<file path="src/rtl/mstx_pkg.sv">
package mstx_pkg;

    typedef enum logic [2:0] {
        ST_IDLE,
        ST_FETCH,
        ST_START,
        ST_SEND,
        ST_WAIT,
        ST_STOP,
        ST_ABORT
    } mstx_state_e;

    localparam logic [1:0] CMD_START = 2'd0;
    localparam logic [1:0] CMD_DATA  = 2'd1;
    localparam logic [1:0] CMD_STOP  = 2'd2;

    localparam logic [7:0] SMB_MCTP_CMD  = 8'h0F;
    localparam logic [7:0] MCTP_HDR_VER  = 8'h01;
    localparam int         HDR_BYTES     = 8;   // address byte + 7 header bytes
    localparam logic [7:0] COUNT_BIAS    = 8'd5;

    // one byte of a CRC-8, MSB first, no reflection
    function automatic logic [7:0] crc8_step(input logic [7:0] crc,
                                             input logic [7:0] b,
                                             input logic [7:0] poly);
        logic [7:0] c;
        c = crc ^ b;
        for (int i = 0; i < 8; i++) begin
            c = c[7] ? ((c << 1) ^ poly) : (c << 1);
        end
        return c;
    endfunction

endpackage

</file>
<file path="src/rtl/mstx_crc8.sv">
module mstx_crc8 #(
    parameter logic [7:0] POLY = 8'h07
) (
    input  logic       clk,
    input  logic       rst_n,
    input  logic       clear,
    input  logic       update,
    input  logic [7:0] din,
    output logic [7:0] crc
);
    import mstx_pkg::*;

    always_ff @(posedge clk) begin
        if (!rst_n || clear) begin
            crc <= 8'h00;
        end else if (update) begin
            crc <= crc8_step(crc, din, POLY);
        end
    end

endmodule

</file>
<file path="src/rtl/mstx_seq.sv">
module mstx_seq #(
    parameter int W = 2
) (
    input  logic         clk,
    input  logic         rst_n,
    input  logic         load,
    input  logic [W-1:0] init,
    input  logic         step,
    output logic [W-1:0] seq
);
    always_ff @(posedge clk) begin
        if (!rst_n) begin
            seq <= '0;
        end else if (load) begin
            seq <= init;
        end else if (step) begin
            seq <= seq + W'(1);
        end
    end

endmodule

</file>
<file path="src/rtl/mstx_frame_mux.sv">
module mstx_frame_mux #(
    parameter int POS_W = 9
) (
    input  logic [POS_W-1:0] pos,
    input  logic [POS_W-1:0] len,
    input  logic [6:0]       peer_addr,
    input  logic [6:0]       own_addr,
    input  logic [7:0]       peer_eid,
    input  logic [7:0]       own_eid,
    input  logic [7:0]       flags,
    input  logic [7:0]       pl_byte,
    input  logic [7:0]       pec,
    output logic [7:0]       frame_byte,
    output logic             is_payload,
    output logic             is_last
);
    import mstx_pkg::*;

    localparam logic [POS_W-1:0] FIRST_PL = POS_W'(HDR_BYTES);

    logic [POS_W-1:0] end_pos;

    always_comb begin
        end_pos    = len + FIRST_PL;
        is_payload = (pos >= FIRST_PL) && (pos < end_pos);
        is_last    = (pos == end_pos);
        if (pos == POS_W'(0))      frame_byte = {peer_addr, 1'b0};
        else if (pos == POS_W'(1)) frame_byte = SMB_MCTP_CMD;
        else if (pos == POS_W'(2)) frame_byte = 8'(len) + COUNT_BIAS;
        else if (pos == POS_W'(3)) frame_byte = {own_addr, 1'b1};
        else if (pos == POS_W'(4)) frame_byte = MCTP_HDR_VER;
        else if (pos == POS_W'(5)) frame_byte = peer_eid;
        else if (pos == POS_W'(6)) frame_byte = own_eid;
        else if (pos == POS_W'(7)) frame_byte = flags;
        else if (is_payload)       frame_byte = pl_byte;
        else                       frame_byte = pec;
    end

endmodule

</file>
<file path="src/rtl/mctp_smbus_tx.sv">
module mctp_smbus_tx #(
    parameter int MAX_PAYLOAD = 250,
    parameter int LEN_W       = 8,
    parameter int POS_W       = $clog2(MAX_PAYLOAD + 9)
) (
    input  logic             clk,
    input  logic             rst_n,
    input  logic             go,
    input  logic             ctl_mode,
    input  logic [6:0]       own_addr,
    input  logic [7:0]       own_eid,
    input  logic [6:0]       peer_addr,
    input  logic [7:0]       peer_eid,
    input  logic [2:0]       msg_tag,
    input  logic [1:0]       seq_init,
    output logic             bus_req,
    output logic             src_req,
    input  logic             src_rsp_valid,
    input  logic [LEN_W-1:0] src_len,
    input  logic             src_som,
    input  logic             src_eom,
    input  logic             pl_valid,
    input  logic [7:0]       pl_data,
    output logic             pl_ready,
    output logic             m_valid,
    output logic [1:0]       m_kind,
    output logic [7:0]       m_data,
    input  logic             m_ready,
    input  logic             m_resp_valid,
    input  logic             m_resp_nack,
    output logic             err
);
    import mstx_pkg::*;

    localparam logic [LEN_W-1:0] MAX_L = LEN_W'(MAX_PAYLOAD);

    mstx_state_e state, state_nx;

    logic [6:0]       c_peer_addr, c_own_addr;
    logic [7:0]       c_peer_eid, c_own_eid;
    logic [2:0]       c_tag;
    logic             c_ctl;
    logic [POS_W-1:0] len_q, pos;
    logic             som_q, eom_q;

    logic [1:0] seq;
    logic [7:0] crc, frame_byte, flags;
    logic       is_payload, is_last;
    logic       go_take, chunk_take, resp_ok, cmd_take;
    logic       seq_step, crc_upd;
    logic [POS_W-1:0] len_clamp;

    assign go_take    = (state == ST_IDLE) && go;
    assign chunk_take = (state == ST_FETCH) && src_rsp_valid;
    assign resp_ok    = (state == ST_WAIT) && m_resp_valid && !m_resp_nack;
    assign cmd_take   = m_valid && m_ready;
    assign seq_step   = (state == ST_STOP) && m_ready;
    assign crc_upd    = cmd_take && ((state == ST_START) || (state == ST_SEND && !is_last));
    assign len_clamp  = (src_len > MAX_L) ? POS_W'(MAX_L) : POS_W'(src_len);
    assign flags      = {som_q | c_ctl, eom_q | c_ctl, seq, 1'b0, c_tag};

    mstx_seq #(.W(2)) u_seq (
        .clk   (clk),
        .rst_n (rst_n),
        .load  (go_take),
        .init  (seq_init),
        .step  (seq_step),
        .seq   (seq)
    );

    mstx_crc8 #(.POLY(8'h07)) u_crc (
        .clk    (clk),
        .rst_n  (rst_n),
        .clear  (chunk_take),
        .update (crc_upd),
        .din    (frame_byte),
        .crc    (crc)
    );

    mstx_frame_mux #(.POS_W(POS_W)) u_mux (
        .pos        (pos),
        .len        (len_q),
        .peer_addr  (c_peer_addr),
        .own_addr   (c_own_addr),
        .peer_eid   (c_peer_eid),
        .own_eid    (c_own_eid),
        .flags      (flags),
        .pl_byte    (pl_data),
        .pec        (crc),
        .frame_byte (frame_byte),
        .is_payload (is_payload),
        .is_last    (is_last)
    );

    // state register
    always_ff @(posedge clk) begin
        if (!rst_n) state <= ST_IDLE;
        else        state <= state_nx;
    end

    // next state
    always_comb begin
        state_nx = state;
        unique case (state)
            ST_IDLE:  if (go) state_nx = ST_FETCH;
            ST_FETCH: if (src_rsp_valid)
                          state_nx = (len_clamp == '0) ? ST_IDLE : ST_START;
            ST_START: if (m_ready) state_nx = ST_WAIT;
            ST_SEND:  if (cmd_take) state_nx = ST_WAIT;
            ST_WAIT:  if (m_resp_valid) begin
                          if (m_resp_nack)  state_nx = ST_ABORT;
                          else if (is_last) state_nx = ST_STOP;
                          else              state_nx = ST_SEND;
                      end
            ST_STOP:  if (m_ready) state_nx = c_ctl ? ST_IDLE : ST_FETCH;
            ST_ABORT: if (m_ready) state_nx = ST_IDLE;
            default:  state_nx = ST_IDLE;
        endcase
    end

    // outputs
    always_comb begin
        bus_req  = (state != ST_IDLE);
        src_req  = 1'b0;
        m_valid  = 1'b0;
        m_kind   = CMD_DATA;
        m_data   = frame_byte;
        pl_ready = 1'b0;
        unique case (state)
            ST_IDLE, ST_WAIT: ;
            ST_FETCH: src_req = 1'b1;
            ST_START: begin
                m_valid = 1'b1;
                m_kind  = CMD_START;
                m_data  = {1'b0, c_peer_addr};
            end
            ST_SEND: begin
                m_valid  = is_payload ? pl_valid : 1'b1;
                pl_ready = is_payload && m_ready;
            end
            ST_STOP, ST_ABORT: begin
                m_valid = 1'b1;
                m_kind  = CMD_STOP;
                m_data  = 8'h00;
            end
            default: ;
        endcase
    end

    // datapath registers
    always_ff @(posedge clk) begin
        if (!rst_n) begin
            c_peer_addr <= '0;
            c_own_addr  <= '0;
            c_peer_eid  <= '0;
            c_own_eid   <= '0;
            c_tag       <= '0;
            c_ctl       <= 1'b0;
            len_q       <= '0;
            som_q       <= 1'b0;
            eom_q       <= 1'b0;
            pos         <= '0;
            err         <= 1'b0;
        end else begin
            err <= (state == ST_WAIT) && m_resp_valid && m_resp_nack;
            if (go_take) begin
                c_peer_addr <= peer_addr;
                c_own_addr  <= own_addr;
                c_peer_eid  <= peer_eid;
                c_own_eid   <= own_eid;
                c_tag       <= msg_tag;
                c_ctl       <= ctl_mode;
            end
            if (chunk_take) begin
                len_q <= len_clamp;
                som_q <= src_som;
                eom_q <= src_eom;
                pos   <= '0;
            end else if (resp_ok && !is_last) begin
                pos <= pos + POS_W'(1);
            end
        end
    end

endmodule

</file>
<file path="config.mk">
export PLATFORM = sky130hd
export DESIGN_NAME = mctp_smbus_tx
export DESIGN_NICKNAME = d
export VERILOG_FILES = /design/src/rtl/mstx_pkg.sv /design/src/rtl/mstx_crc8.sv /design/src/rtl/mstx_seq.sv /design/src/rtl/mstx_frame_mux.sv /design/src/rtl/mctp_smbus_tx.sv
export SDC_FILE = /design/constraint.sdc
export NUM_CORES = 1
export LEC_CHECK = 0
export ABC_AREA = 1
export BUFFER_PORTS_ARGS = -buffer_cell sky130_fd_sc_hd__buf_2
export CORE_AREA = 2 2 96 98
export CTS_CLUSTER_SIZE = 10
export DETAILED_ROUTE_END_ITERATION = 10
export DIE_AREA = 0 0 98 100
export GPL_ROUTABILITY_DRIVEN = 0
export GPL_TIMING_DRIVEN = 0
export PLACE_DENSITY = 0.69
export SLEW_MARGIN = 10
export SYNTH_ARGS = -nofsm -noshare
export SYNTH_HDL_FRONTEND = slang
export SYNTH_SLANG_ARGS = --single-unit
</file>
<file path="constraint.sdc">
create_clock -name clk -period 4.7 [get_ports clk]
set_input_delay 0 -clock clk [delete_from_list [all_inputs] [get_ports clk]]
set_output_delay 0 -clock clk [all_outputs]
set_load 0.05 [all_outputs]
</file>
==> qor.yml <==
timing:
  slew_headroom_pct: 66.92
  finalSetupViolCount: 0
  post-route-period-util_pct: 75.58
  rsz0062_at_grt: "no"
  fmax_mhz: 281.5
  skew_ps: 20.64
  tns_ps: 0
  finalHoldViolCount: 0
  setup_ws_ps: 1148
  worst_slew_pin_slew_ps: 496.2
  maxSlewViolCount: 0
  whs_ps: 43.83
  period_needed_ps: 3552
yosys:
  syn-num-nets: 758
  yosysSeqAreaShare_pct: 31.11
  yosysWarningCount: 0
  ys_types: 39
  ys_ff_latch: 67
  syn_avg_cell_area_um2: 6.331
  synth_area_um2: 4312
  syn_inst: 681
clock_network:
  cts_made_buffers: 9
  clock_latency_ps: 360
  cts_max_path_buffers: 2
  htreeDepth: 3
  clockRootBuffer: "clkbuf_8"
  clk_pin_slew_ps: 80
  cts_sinks: 67
  cts_tree: "done"
  post-cts-setup-buffer-count: 0
  cts_resized: 0
  cts_hold_buf: 50
grt:
  busiest_layer: "met2"
  grt-ovfl-total: 0
  use_met3_pct: 5.014
  grt_max_degree: 15
  grt_pass1_vias: 4701
  met2_usage_pct: 48.05
  grt_pass1_wl_um: 21200
  globalRouteTotalUtil_pct: 26.75
  antenna_found_initial: 0
  grt.met1_usage_pct: 32.13
critical_path:
  cp-start-kind: "flop"
  crit_path_end_kind: "output pin"
  crit_fanout: 10
  critPathArrivalTime_ps: 3550
  cp.required_ps: 4700
  crit_type: "reg2out"
run_status:
  status: "complete, no violations"
routing:
  drc: 0
  drtAntennaViolNets: 0
  routed_wirelength_um: 13030
  viasPerCell: 5.286
  first_iter_violations: 270
  num_vias: 4937
  wl_per_cell_um: 13.95
  dr.pass1.iters: 4
cells_and_area:
  final_common_cell: "nand2_1"
  diodes: 0
  area_growth_pct: 28.44
  drive_above_1_share_pct: 16.16
  multiInputGateArea_um2: 2527
  fin_nets: 895
  fin_area_um2: 5538
  final-seq-area_um2: 1341
  num-fill-cells: 808
  final_cells: 934
  layout_common_cells: "nand2_1, inv_1, buf_2"
die:
  initial_core_util_pct: 48.50
  die_area_um2: 9800
  die_x_um: 98
  design.core.area_um2: 8890
  die_y_um: 100
  io_pins: 77
  rows: 35
power_and_ir_drop:
  ir_drop_uv: 269.1
  p_leak_nw: 2.581
  powerDensity_nw_per_um2: 425.3
place:
  dp_cells: 868
  place_hpwl_um: 9744
  place.port_buffers: 76
  dpl-instance-area_um2: 4831
  place_ws_ps: 1326
run:
  maxCapViolations: 0
min_path:
  min_path_type: "in2reg"
## report_power, final
group	switching (mW)	total, mW	leakage, nW	internal, mW
Sequential	0.0650	0.753	0.547	0.688
Clock	0.254	0.508	0.0988	0.254
Combinational	0.772	1.10	1.93	0.323
Total	1.09	2.36	2.58	1.26
## worst max-delay path: stages (launching register included)
cell,delay [ps]
dfxtp_1,400
inv_1,100
nor3_1,370
nand3_1,150
ha_1,330
nand2_1,70
nor2_1,180
nand3_1,200
nand3_4,220
inv_4,60
o211ai_1,200
o211ai_1,120
nand2_1,80
nand2_1,50
nand2_1,150
nand2_1,120
o22ai_1,110
buf_2,280
## cell usage after synthesis
cell type  number  area [um^2]
xor2_1          4        35.03
nor3b_1         2        15.01
inv_1          93        349.1
a311oi_1        2        17.52
a31o_1          1        8.760
nor4_1          3        18.77
xnor2_1         1        8.760
nand2_4         2        22.52
o21ai_0        48        240.2
clkinv_2        1        5.000
nand4_1         8        50.05
nand2_2        17        106.4
inv_2           8        30.03
clkinv_1        2        7.510
nor3_1         10        50.05
dfxtp_1        67         1341
clkbuf_1       12        45.04
o31a_1          1        8.760
ha_1           15        187.7
a22o_1          2        17.52
o31ai_1         2        15.01
a211oi_1        2        15.01
nor2_1         28        105.1
nand2_1       195        732.0
o21ai_1         3        15.01
o22ai_1         7        43.79
a32o_1          1        10.01
nor2_2          4        25.02
o41ai_1         1        8.760
a221oi_1        1        8.760
a21oi_1        74        370.4
o221ai_1        1        8.760
nand3_1        49        245.2
inv_4           1        6.260
nor2_4          6        67.56
nor3_4          1        16.27
o211ai_1        4        30.03
nand3_4         1        17.52
a31oi_1         1        6.260
## final cells by class
type	count	area share (%)
flip-flops and latches	67	24.22
clock inverters	7	1.491
repair buffers	126	15.91
clock buffers	9	2.237
plain buffers	12	0.8134
well taps	111	2.508
inverters	105	7.185
multi-input cells	497	45.64
## per-layer routing
layer	vias up	wire, um
li1	2515	-
met3	30	611
met1	2255	5780
met5	-	0
met2	137	6355
met4	0	282
## through the flow
stage,util [%],power (mW)
floorplan,-,1.539
global placement,54.34,1.775
detailed placement,54.34,1.801
CTS,62.29,2.348
global route,62.29,2.526
finish,62.29,2.355
## sequential cells by signal, indices dropped and copies added, names as in the netlist
name,count
c_ctl,1
c_own_eid,8
c_tag,3
c_peer_addr,7
c_own_addr,7
c_peer_eid,8
u_seq.seq,2
eom_q,1
err,1
u_crc.crc,8
state,3
len_q,8
som_q,1
pos,9
## path summary, 6_finish.rpt
kind / startpoint / to / cells after the start / slack, ps
setup / recovery: len_q[3] / m_data[2] / 17 / 1150
hold / removal: m_resp_nack / state[0] / 4 / 40
setup reg to reg: len_q[3] / u_crc.crc[3] / 23 / 1250
hold reg to reg: c_peer_eid[5] / c_peer_eid[5] / 2 / 460
## kinds of logic after synthesis
group	after synthesis	synth area share, %
flip-flops	67	31.11
AO/OA/AOI/OAI	151	19.12
AND/OR/NAND/NOR	326	34.13
adder cells (fa/ha/maj)	15	4.353
buffers and inverters	117	10.27
XOR/XNOR	5	1.016
No activity file was read; power rests on OpenSTA's default activity.
